File: src/rtl/psw_pkg.sv
package psw_pkg;
  localparam int PSW_W  = 8;
  localparam int BANK_W = 2;
  localparam logic [PSW_W-1:0] PSW_RST   = 8'h02;
  localparam logic [PSW_W-1:0] LOAD_MASK = 8'hFB;

  typedef struct packed {
    logic ie;
    logic z;
    logic rb1;
    logic ac;
    logic rb0;
    logic nu;
    logic isp;
    logic cy;
  } psw_t;
endpackage

File: src/rtl/psw_arith_flags.sv
module psw_arith_flags #(
  parameter int DATA_W = 8
) (
  input  logic              z_q,
  input  logic              ac_q,
  input  logic              cy_q,
  input  logic [DATA_W-1:0] result,
  input  logic              c7,
  input  logic              c3,
  input  logic              bit_in,
  input  logic              do_addsub,
  input  logic              do_rotate,
  input  logic              do_bitop,
  output logic              z_d,
  output logic              ac_d,
  output logic              cy_d
);
  logic is_zero;
  assign is_zero = (result == '0);

  always_comb begin
    z_d  = z_q;
    ac_d = ac_q;
    cy_d = cy_q;
    if (do_addsub) begin
      z_d  = is_zero;
      ac_d = c3;
      cy_d = c7;
    end else if (do_rotate) begin
      cy_d = c7;
    end else if (do_bitop) begin
      cy_d = bit_in;
    end
  end
endmodule

File: src/rtl/psw_bank_sel.sv
module psw_bank_sel #(
  parameter int BANK_W = 2
) (
  input  logic              do_sel,
  input  logic [BANK_W-1:0] bank_in,
  input  logic [BANK_W-1:0] bank_q,
  output logic [BANK_W-1:0] bank_d
);
  always_comb begin
    bank_d = bank_q;
    if (do_sel) bank_d = bank_in;
  end
endmodule

File: src/rtl/psw_irq_gate.sv
module psw_irq_gate (
  input  logic ie_q,
  input  logic isp_q,
  input  logic pend,
  input  logic hi,
  input  logic mask,
  input  logic do_ei,
  input  logic do_di,
  input  logic do_ack,
  output logic accept,
  output logic ie_d,
  output logic isp_d
);
  assign accept = pend & ~mask & ie_q & (hi | isp_q);

  always_comb begin
    ie_d  = ie_q;
    isp_d = isp_q;
    if (do_ack || do_di) ie_d = 1'b0;
    else if (do_ei)      ie_d = 1'b1;
    if (do_ack && hi)    isp_d = 1'b0;
  end
endmodule

File: src/rtl/psw_unit.sv
module psw_unit
  import psw_pkg::*;
#(
  parameter int DATA_W = 8
) (
  input  logic              clk,
  input  logic              rst,
  input  logic [DATA_W-1:0] alu_result,
  input  logic              alu_c7,
  input  logic              alu_c3,
  input  logic              bit_in,
  input  logic              op_addsub,
  input  logic              op_rotate,
  input  logic              op_bitop,
  input  logic              op_ei,
  input  logic              op_di,
  input  logic              op_selbank,
  input  logic [BANK_W-1:0] bank_in,
  input  logic              op_load,
  input  logic [PSW_W-1:0]  load_word,
  input  logic              int_ack,
  input  logic              irq_pend,
  input  logic              irq_hi,
  input  logic              irq_mask,
  output logic [PSW_W-1:0]  psw,
  output logic [BANK_W-1:0] bank,
  output logic              int_accept
);
  psw_t              psw_q;
  psw_t              psw_n;
  logic              z_d, ac_d, cy_d, ie_d, isp_d;
  logic [BANK_W-1:0] bank_d;

  psw_arith_flags #(.DATA_W(DATA_W)) u_arith (
    .z_q(psw_q.z), .ac_q(psw_q.ac), .cy_q(psw_q.cy),
    .result(alu_result), .c7(alu_c7), .c3(alu_c3), .bit_in(bit_in),
    .do_addsub(op_addsub), .do_rotate(op_rotate), .do_bitop(op_bitop),
    .z_d(z_d), .ac_d(ac_d), .cy_d(cy_d)
  );

  psw_bank_sel #(.BANK_W(BANK_W)) u_bank (
    .do_sel(op_selbank), .bank_in(bank_in),
    .bank_q({psw_q.rb1, psw_q.rb0}), .bank_d(bank_d)
  );

  psw_irq_gate u_gate (
    .ie_q(psw_q.ie), .isp_q(psw_q.isp),
    .pend(irq_pend), .hi(irq_hi), .mask(irq_mask),
    .do_ei(op_ei), .do_di(op_di), .do_ack(int_ack),
    .accept(int_accept), .ie_d(ie_d), .isp_d(isp_d)
  );

  always_comb begin
    if (op_load) begin
      psw_n = psw_t'(load_word & LOAD_MASK);
    end else begin
      psw_n.ie  = ie_d;
      psw_n.z   = z_d;
      psw_n.rb1 = bank_d[1];
      psw_n.ac  = ac_d;
      psw_n.rb0 = bank_d[0];
      psw_n.nu  = 1'b0;
      psw_n.isp = isp_d;
      psw_n.cy  = cy_d;
    end
  end

  always_ff @(posedge clk) begin
    if (rst) psw_q <= psw_t'(PSW_RST);
    else     psw_q <= psw_n;
  end

  assign psw  = psw_q;
  assign bank = {psw_q.rb1, psw_q.rb0};
endmodule

File: config.mk
export PLATFORM = sky130hd
export DESIGN_NAME = psw_unit
export DESIGN_NICKNAME = d
export VERILOG_FILES = /design/src/rtl/psw_pkg.sv /design/src/rtl/psw_arith_flags.sv /design/src/rtl/psw_bank_sel.sv /design/src/rtl/psw_irq_gate.sv /design/src/rtl/psw_unit.sv
export SDC_FILE = /design/constraint.sdc
export NUM_CORES = 1
export LEC_CHECK = 0
export BUFFER_PORTS_ARGS = -buffer_cell sky130_fd_sc_hd__buf_2
export CORE_AREA = 8 8 45 47
export CTS_BUF_LIST = sky130_fd_sc_hd__clkbuf_8
export CTS_CLUSTER_DIAMETER = 200
export DETAILED_ROUTE_END_ITERATION = 16
export DIE_AREA = 0 0 53 55
export PLACE_DENSITY = 0.81
export SKIP_CTS_REPAIR_TIMING = 1
export SYNTH_ARGS = -nofsm -noshare
export SYNTH_HDL_FRONTEND = slang
export SYNTH_HIERARCHICAL = 1
export SYNTH_SLANG_ARGS = --single-unit
export TNS_END_PERCENT = 30
File: constraint.sdc
create_clock -name clk -period 1 [get_ports clk]
set_input_delay 0.1 -clock clk [delete_from_list [all_inputs] [get_ports clk]]
set_output_delay 0.1 -clock clk [all_outputs]
set_load 0.01 [all_outputs]
Yosys cells after proc, flatten, opt, wreduce, memory -nomap -nowiden

Index checks and enable logic that the tools add are counted.

$add $sub $neg: 0
$mul: 0
Div/mod/pow operators: 0
Magnitude comparators: 0
Equal/unequal tests: 0
Shift-type cells: 0
Mux-type cells: 10
Bitwise gates (word level): 5
Reduce and logical (&&, ||, !) cells: 8

Operators by type and width:

| cell               | count |
|---|---|
| logical NOT 8 bit  | 1 |
| 2-to-1 mux 1 bit   | 8 |
| 2-to-1 mux 8 bit   | 1 |
| nonzero test 2 bit | 3 |
| nonzero test 4 bit | 1 |
| bitwise AND 1 bit  | 3 |
| nonzero test 3 bit | 1 |
| 2-to-1 mux 2 bit   | 1 |
| logical AND 1 bit  | 1 |
| logical OR 1 bit   | 1 |
| NOT 1 bit          | 1 |
| bitwise OR 1 bit   | 1 |

Bits in registers: 8
Latch bits: 0
RAM bits: 0
Memory bits (read-only): 0
Logic and storage cells: 31
Memories: 0

Longest topological paths before layout

Gate-level depths: netlist of run 1.

Depth in word-level cells: 4
Gate-level depth with buffers: 4

Hierarchy

The synthesis of run 1 kept the hierarchy.

By module, submodules not included:

| module          | instances | cells each | area an instance (µm²) | seq. area each (µm²) |
|---|---|---|---|---|
| psw_unit        | 1         | 26         | 277.8                  | 140.1 |
| psw_arith_flags | 1         | 8          | 73.8                   | 0.0 |
| psw_irq_gate    | 1         | 5          | 27.5                   | 0.0 |
| psw_bank_sel    | 1         | 2          | 22.5                   | 0.0 |

Worst setup path before layout of run 1

No wires, ideal clock.

Path kind: register -> register
Start point: register, netlist name psw[1]
End point: register psw_q, in the netlist psw[1]
Setup time: 120 ps
Data arrival time: 786 ps
Setup slack: 94 ps
Cell stages (with the launch flop): 4
Path buffers: 0
Clock period less this slack: 906 ps
Path through: dfxtp_1 -> a21boi_0 -> nor2b_2 -> a211o_1

RTL lines:

| item                 | RTL line       | text |
|---|---|---|
| to (signal assigned) | psw_unit.sv:69 | `if (rst) psw_q <= psw_t'(PSW_RST);` |
| to (signal assigned) | psw_unit.sv:70 | `else psw_q <= psw_n;` |
| to (decl)            | psw_unit.sv:29 | `psw_t psw_q;` |

Worst setup path after layout of run 1

Start point: register psw_q, in the netlist psw[1]
End point: output port int_accept

Cells in the longest elaborated chain, start to end: 2

Ends and longest elaborated chain:

| item              | RTL line           | text |
|---|---|---|
| bitwise OR 1 bit  | psw_irq_gate.sv:14 | `assign accept = pend & ~mask & ie_q & (hi \| isp_q);` |
| bitwise AND 1 bit | psw_irq_gate.sv:14 |  |
| to (decl)         | psw_unit.sv:27     | `output logic int_accept` |

No other way between the ends.

==> results of run 1 <==
## metal layers
layer / vias to the layer above / GRT usage [%]
li1: 225 / -
met1: 195 / 7.012
met2: 21 / 12.70
met3: 2 / 3.476
met4: 0 / 5.172
met5: - / 0
## registers in the layout (all words and copies together) (netlist names)
name and cells:
psw 5, bank 2
## worst reg2reg max path: cells and delay by family (launching register included)
family	cells	cell delay, ns
and+or+nand+nor	1	0.14
DFF	1	0.31
AOI/OAI and AO/OA	2	0.33
## synthesized netlist by cell type (all sizes together), types with 2 or more instances
library cell | n | area share, %
buf | 4 | 8.4
dfxtp | 7 | 35
mux2 | 3 | 8.4
mux2i | 7 | 17
nor2 | 8 | 7.5
nor2b | 2 | 3.7
nor4 | 2 | 6.2
## logic make-up (layout without fill, tap and decap cells)
kind of cell,Yosys count,in the layout
other cells,1,1
compound gates,6,6
flops,7,7
mux,10,10
simple gates,13,13
buf+inv,4,46
## stage by stage
step           util, %  std cells  setup slack [ns]  hold slack, ns
2_1_floorplan        -         41           0.09440          0.1724
3_3_place_gp     43.22         95            0.1266          0.3064
3_5_place_dp     43.22         95            0.1164          0.3123
4_1_cts          46.47         99          0.006512         0.08041
5_1_grt          46.65         99          -0.06007         0.08151
6_report         46.65         99           0.02251         0.08655
## worst max path at each step
stage,to,startpoint
5_1_grt,int_accept,psw[7]$_SDFF_PP0_
2_1_floorplan,psw[1]$_SDFF_PP1_,psw[1]$_SDFF_PP1_
4_1_cts,int_accept,psw[1]$_SDFF_PP1_
3_5_place_dp,psw[1]$_SDFF_PP1_,psw[1]$_SDFF_PP1_
6_report,int_accept,psw[1]$_SDFF_PP1_
3_3_place_gp,psw[1]$_SDFF_PP1_,psw[1]$_SDFF_PP1_
## layout make-up
class / instances / area, sq um / share of cell area, %
Clock buffer: 3 / 41.29 / 6.395
Clock inverter: 1 / 3.754 / 0.5814
Timing Repair Buffer: 42 / 210.2 / 32.56
Sequential cell: 7 / 142.6 / 22.09
Multi-Input combinational cell: 30 / 227.7 / 35.27
Tap cell: 16 / 20.02 / 3.101
## power by group through the flow
stage | sequential [uW] | combinational [uW] | clock (uW)
final | 311 | 176 | 375
after global placement | 313 | 174 | 0
after detailed placement | 314 | 178 | 0
after global routing | 313 | 192 | 411
after floorplan | 324 | 79.5 | 0
after CTS | 310 | 179 | 394
==> results.md, run 1 <==
* Simple-gate share of the synthesized area at 18.69%
* Layout fillers at 143
* Via Count at 443
* Unrepaired setup endpoints after global routing: true
* CP Class: register to output pin
* Routability cong. at 0.7206
* Tot GR Track Use at 7.440%
* Post-detailed-route via-to-cell ratio at 4.475
* MaxCap Viol Count at 0
* Share of layout cells above drive strength 1 at 63.86%
* Sw Share at 22.79%
* Fin Setup TNS at 0 ns
* Total gr overflow at 0
* Post-synthesis mux area share at 25.86%
* Met2 routed WL at 654 um
* Internal power at 665.0 uW
* Slew Limit Fails at 0
* Port Buffers at 42
* Fin crit share at 97.75%
* Vias in the first global route at 417
* Post-synthesis adder-cell area fraction at 0%
* DRC viols at 0
* Combinational fraction of design power at 20.4%
* Arrival @ worst endpoint at 0.88 ns
* Hold Vio Cnt, Final at 0
* Total Wirelength at 1.244 mm
* Reg2reg end: psw[1]$_SDFF_PP1_
* Post-route cell area at 645.6 sq um
* R2r startpoint: psw[1]$_SDFF_PP1_
* Largest net degree at the start of global routing at 9
* Initial antenna violation count at 0
* Top FF cell, synth: dfxtp_1
* Die Ht at 55 um
* Clk pwr share at 43.6%
* Hold path depth at 2
* Nets at 118
* Max Buffers Root-to-Sink at 2
* Slowest stage cell, crit path: dfxtp_2
* Mapped Cells at 41
* Peak supply drop at 619.4 uV
* Synth Warn # at 6
* Flop pwr share at 36.1%
* Net switching power at 196.3 uW
* Core footprint at 0.001384 sq mm
* Mapped Nets at 75
* Hold Path Origin: load_word[1]
* Commonest cells after routing, fill and taps aside: buf_2, nor2_1, mux2i_1, dfxtp_1
* Routed Antenna Nets at 0
* Router iterations before antenna repair at 3
* CTS Root Cell: clkbuf_8
* Hold Path End: psw[1]$_SDFF_PP1_
* Status: completed
* Ant diodes at 0
* CP Max Fanout at 3
* Worst hold path class: input pin to register
* Die area at 0.002915 sq mm
* Initial Utilization at 29.02%
* Avg WL per Cell at 12.57 um
* Reg clk slew, reported paths at 0.04 ns
* Width of the die at 53 um
* First-pass GRT wire length at 1.593 mm
* Number of synthesized flops with an enable pin at 0
* Site row count at 14
* Worst Setup Start Kind: register
* Synth Area in Compound Gates at 11.21%
* Clk_skew at 0 ns
* Ys async rst share at 0%
* DRT iter0 DRCs at 2
* Yosys reg bits at 7
* Mapped Area at 401.6 sq um
* WL met3 at 165 um
* Number of clock sinks at 7
* Cells along the critical path: o211ai_1 > nor2_1 > buf_2
* Crit path depth at 3
* Wl on met1 at 416 um
* Delay of the slowest critical-path stage at 0.31 ns
* Largest family of logic cells by synthesized area: multiplexers
* Worst path bufs/invs at 1
* Layout area overhead at 60.75%
* Max Used Layer: met4
* R2R Setup Slk at 0.11 ns
* Sequential area share after synthesis at 34.89%
* Req. time, crit path at 0.90 ns
* Yosys cell types at 17
* Xor and xnor area share after synthesis at 0%
* Most common cell after layout, fill and taps aside: buf_2
* Top delay family on crit path: flip-flops
* Setup Viol. Count Final at 0
* Crit. End Element: output pin
* Avg Inst Size Synth at 9.796 sq um
* H-tree Lvls at 1
* Num CTS Buffers at 3
* CTS tree: done
* Io pins at 45
* Max Clock Freq at 1.023 GHz
* Placed inst area at 598.1 sq um
* Final Power at 861.3 uW
* Fin crit period at 0.9775 ns
* P_leak at 0.0003524 uW
* Pwr per Cell Area at 1334 mW/mm^2
* FF-to-FF path depth at 3
* Clock latency at the later pin of the worst-skew pair at 0.22 ns
Power figures use the tool's default switching activity.
==> run 2: changes to the inputs <==
clock period = 1.1 ns   (was 1 ns; I/O delays follow)
==> results.md, run 2 (synthesis results as in run 1) <==
* Combinational fraction of design power at 20.4%
* Die area at 0.002915 sq mm
* Total gr overflow at 0
* Most common cell after layout, fill and taps aside: buf_2
* Placed inst area at 598.1 sq um
* Req. time, crit path at 0.99 ns
* Slew Limit Fails at 0
* Via Count at 440
* Num CTS Buffers at 3
* Port Buffers at 42
* WL met3 at 199 um
* First-pass GRT wire length at 1.683 mm
* Routed Antenna Nets at 0
* DRC viols at 0
* Peak supply drop at 1060 uV
* Max reg flops at 5
* Final critical-path setup slack at 0.1108 ns
* Multi-input gate area at 227.7 sq um
* R2R Setup Slk at 0.21 ns
* Die Ht at 55 um
* Fin crit period at 0.9892 ns
* Setup Viol. Count Final at 0
* Post-route cell area at 643.1 sq um
* Total Wirelength at 1.240 mm
* Tot GR Track Use at 8.092%
* Core footprint at 0.001384 sq mm
* DRT iter0 DRCs at 2
* CTS tree: done
* Register area at 140.1 sq um
* P_leak at 0.0003529 uW
* Wl on met1 at 378 um
* Flop pwr share at 35.7%
* Status: completed
* CTS Root Cell: clkbuf_8
* Sw Share at 23.24%
* Site row count at 14
* Fin Setup TNS at 0 ns
* Clock latency at the later pin of the worst-skew pair at 0.22 ns
* Arrival @ worst endpoint at 0.88 ns
* Max Clock Freq at 1.011 GHz
* Dpl ws at 0.2104 ns
* Vias in the first global route at 428
* Crit. End Element: output pin
* Io pins at 45
* Worst hold path class: input pin to register
* CP Class: register to output pin
* Avg WL per Cell at 12.53 um
* Internal power at 603.8 uW
* Width of the die at 53 um
* Clk_skew at 0 ns
* Number of clock sinks at 7
* Router iterations before antenna repair at 2
* Reg clk slew, reported paths at 0.04 ns
* Ant diodes at 0
* Max Buffers Root-to-Sink at 2
* Share of layout cells above drive strength 1 at 61.45%
* Routability cong. at 0.7231
* Nets at 118
* Layout fillers at 140
* MaxCap Viol Count at 0
* Hold Vio Cnt, Final at 0
* Commonest cells after routing, fill and taps aside: buf_2, nor2_1, mux2i_1, dfxtp_1
* Unrepaired setup endpoints after global routing: false
* Layout area overhead at 60.12%
* Initial antenna violation count at 0
* Max Used Layer: met3
* Clk pwr share at 43.9%
* H-tree Lvls at 1
* Fin crit share at 89.93%
* Pwr per Cell Area at 1223 mW/mm^2
* CP Max Fanout at 3
* Initial Utilization at 29.02%
* Post-detailed-route via-to-cell ratio at 4.444
* Worst Setup Start Kind: register
* Net switching power at 182.8 uW
* Met2 routed WL at 662 um
* Largest net degree at the start of global routing at 9
## run 2: path summary, 6_finish.rpt
check | cells past startpoint | start | endpoint
min reg2reg | 3 | psw[4]$_SDFF_PP0_ | psw[4]$_SDFF_PP0_
max | 3 | psw[1]$_SDFF_PP1_ | int_accept
min | 2 | load_word[1] | psw[1]$_SDFF_PP1_
max reg2reg | 3 | psw[1]$_SDFF_PP1_ | psw[1]$_SDFF_PP1_
## run 2: power by group through the flow
stage	clock network (uW)	logic (uW)	registers [uW]
after floorplan	0	72.3	294
after global placement	0	158	285
after detailed placement	0	163	286
after CTS	357	163	281
after global routing	382	175	284
final	345	160	281
## run 2: layout make-up
cell class | instances | area share [%]
Sequential cell | 7 | 21.79
Clock inverter | 1 | 0.5837
Clock buffer | 3 | 6.420
Tap cell | 16 | 3.113
Timing Repair Buffer | 42 | 32.68
Multi-Input combinational cell | 30 | 35.41
## run 2: layer usage
layer / GRT usage, % / vias to the layer above
met4: 3.879 / 0
li1: - / 226
met2: 13.87 / 23
met5: 0 / -
met1: 6.849 / 191
met3: 6.150 / 0
## run 2: worst max-delay path, cell delays in order, from the launching register on
cell and delay (ns):
dfxtp_1 0.30, o211ai_1 0.17, nor2_1 0.05, buf_2 0.13
## run 2: stage by stage
| stage | utilization [%] | instances | total power, uW | hold slack [ns] |
|---|---|---|---|---|
| 2_1_floorplan | - | 41 | 366.7 | 0.1824 |
| 3_3_place_gp | 43.22 | 95 | 443.2 | 0.3165 |
| 3_5_place_dp | 43.22 | 95 | 448.6 | 0.3347 |
| 4_1_cts | 46.47 | 99 | 801.8 | 0.1034 |
| 5_1_grt | 46.47 | 99 | 840.1 | 0.1076 |
| 6_report | 46.47 | 99 | 786.6 | 0.1078 |
==> run 3: changes to the inputs <==
==> constraint.sdc (replaced) <==
create_clock -name clk -period 1.1 [get_ports clk]
set_input_delay 0.22 -clock clk [delete_from_list [all_inputs] [get_ports clk]]
set_output_delay 0.22 -clock clk [all_outputs]
set_load 0.01 [all_outputs]
==> results.md, run 3 (synthesis results as in run 1) <==
* Reg clk slew, reported paths at 0.04 ns
* Req. time, crit path at 0.88 ns
* Worst hold path class: input pin to register
* Final Power at 789.9 uW
* R2r startpoint: psw[1]$_SDFF_PP1_
* Worst path bufs/invs at 1
* Initial Utilization at 29.02%
* Register area at 142.6 sq um
* Post-detailed-route via-to-cell ratio at 4.556
* Site row count at 14
* Max reg flops at 5
* Setup Viol. Count Final at 0
* MaxCap Viol Count at 0
* Hold path depth at 2
* Port Buffers at 42
* Layout fillers at 145
* Initial antenna violation count at 0
* Total Wirelength at 1.275 mm
* Total gr overflow at 0
* Nets at 118
* Met1 usage at 6.870%
* Peak supply drop at 1013 uV
* Pwr per Cell Area at 1224 mW/mm^2
* Final core occ at 46.65%
* DRC viols at 0
* H-tree Lvls at 1
* Hold Vio Cnt, Final at 0
* Routed Antenna Nets at 0
* Routability cong. at 0.7256
* Width of the die at 53 um
* Unrepaired setup endpoints after global routing: true
* Met3 usage at 5.348%
* Max Clock Freq at 0.9139 GHz
* Core footprint at 0.001384 sq mm
* CP Class: register to output pin
* Arrival @ worst endpoint at 0.87 ns
* Share of layout cells above drive strength 1 at 63.86%
* Crit path from: psw[1]$_SDFF_PP1_
* Delay of the slowest critical-path stage at 0.31 ns
* Clk_skew at 0 ns
* Avg WL per Cell at 12.88 um
* Max Buffers Root-to-Sink at 2
* Crit path depth at 3
* P_leak at 0.0003531 uW
* Multi-input gate area at 227.7 sq um
* Crit. End Element: output pin
* First-pass GRT wire length at 1.745 mm
* Hold Path Origin: load_word[1]
* Top delay family on crit path: flip-flops
* Num CTS Buffers at 3
* Worst Setup Start Kind: register
* Commonest cells after routing, fill and taps aside: buf_2, nor2_1, mux2i_1, dfxtp_1
* FF-to-FF path depth at 3
* Largest net degree at the start of global routing at 9
* Dpl ws at 0.1098 ns
* HPWL after DPL at 1.088 mm
* Vias in the first global route at 436
* Fin crit period at 1.094 ns
* CP Max Fanout at 3
* Cells along the critical path: o211ai_1 > nor2_1 > buf_2
* Status: completed
* Ant diodes at 0
* Slowest stage cell, crit path: dfxtp_2
* Placed cell count at 95
* Finished Layout Cells at 99
* Router iterations before antenna repair at 3
* Die area at 0.002915 sq mm
* Die Ht at 55 um
* Number of clock sinks at 7
* DRT iter0 DRCs at 2
* Clock latency at the later pin of the worst-skew pair at 0.22 ns
* Slew Limit Fails at 0
* Io pins at 45
* Fin crit share at 99.47%
* Fin Setup TNS at 0 ns
* Layout area overhead at 60.75%
* CTS tree: done
* Via Count at 451
* Most common cell after layout, fill and taps aside: buf_2
* Gr busiest metal: met2
* Tot GR Track Use at 8.155%
* CTS Root Cell: clkbuf_8
* Met2 usage at 15.23%
* Final critical-path setup slack at 0.005841 ns
[run 3: cell types whose count changed in the layout (fill, tap and decap cells not counted)]
cell | before | now
dfxtp_1 | 7 | 5
dfxtp_2 | 0 | 2
[run 3: worst paths after layout]
check	endpoint	slack (ns)
max	int_accept	0.006
min	psw[1]$_SDFF_PP1_	0.22
max reg2reg	psw[1]$_SDFF_PP1_	0.18
min reg2reg	psw[4]$_SDFF_PP0_	0.62
[run 3: cell type report]
class / instances / area share (%)
clock buffer: 3 / 6.395
clock inverter: 1 / 0.5814
multi-input combinational: 30 / 35.27
sequential: 7 / 22.09
tap: 16 / 3.101
timing repair buffer: 42 / 32.56
[run 3: power by group]
group | internal, uW | switching (uW) | total, uW | leakage, uW
Combinational | 90.6 | 70.6 | 161 | 0.000268
Clock | 241 | 106 | 346 | 0.0000269
Sequential | 274 | 8.73 | 282 | 0.0000582
[run 3: metal layers]
metal	part of all wire (%)	vias to the layer above
li1	-	225
met1	30	202
met2	55	24
met3	15	0
met4	0	0
met5	0	-
[run 3: metrics by stage]
stage                     hold slack (ns)  area, sq um
after detailed placement           0.4322        598.1
after CTS                          0.2165        643.1
after global routing               0.2260        645.6
after floorplan                    0.2924        401.6
final                              0.2152        645.6
after global placement             0.4264        598.1
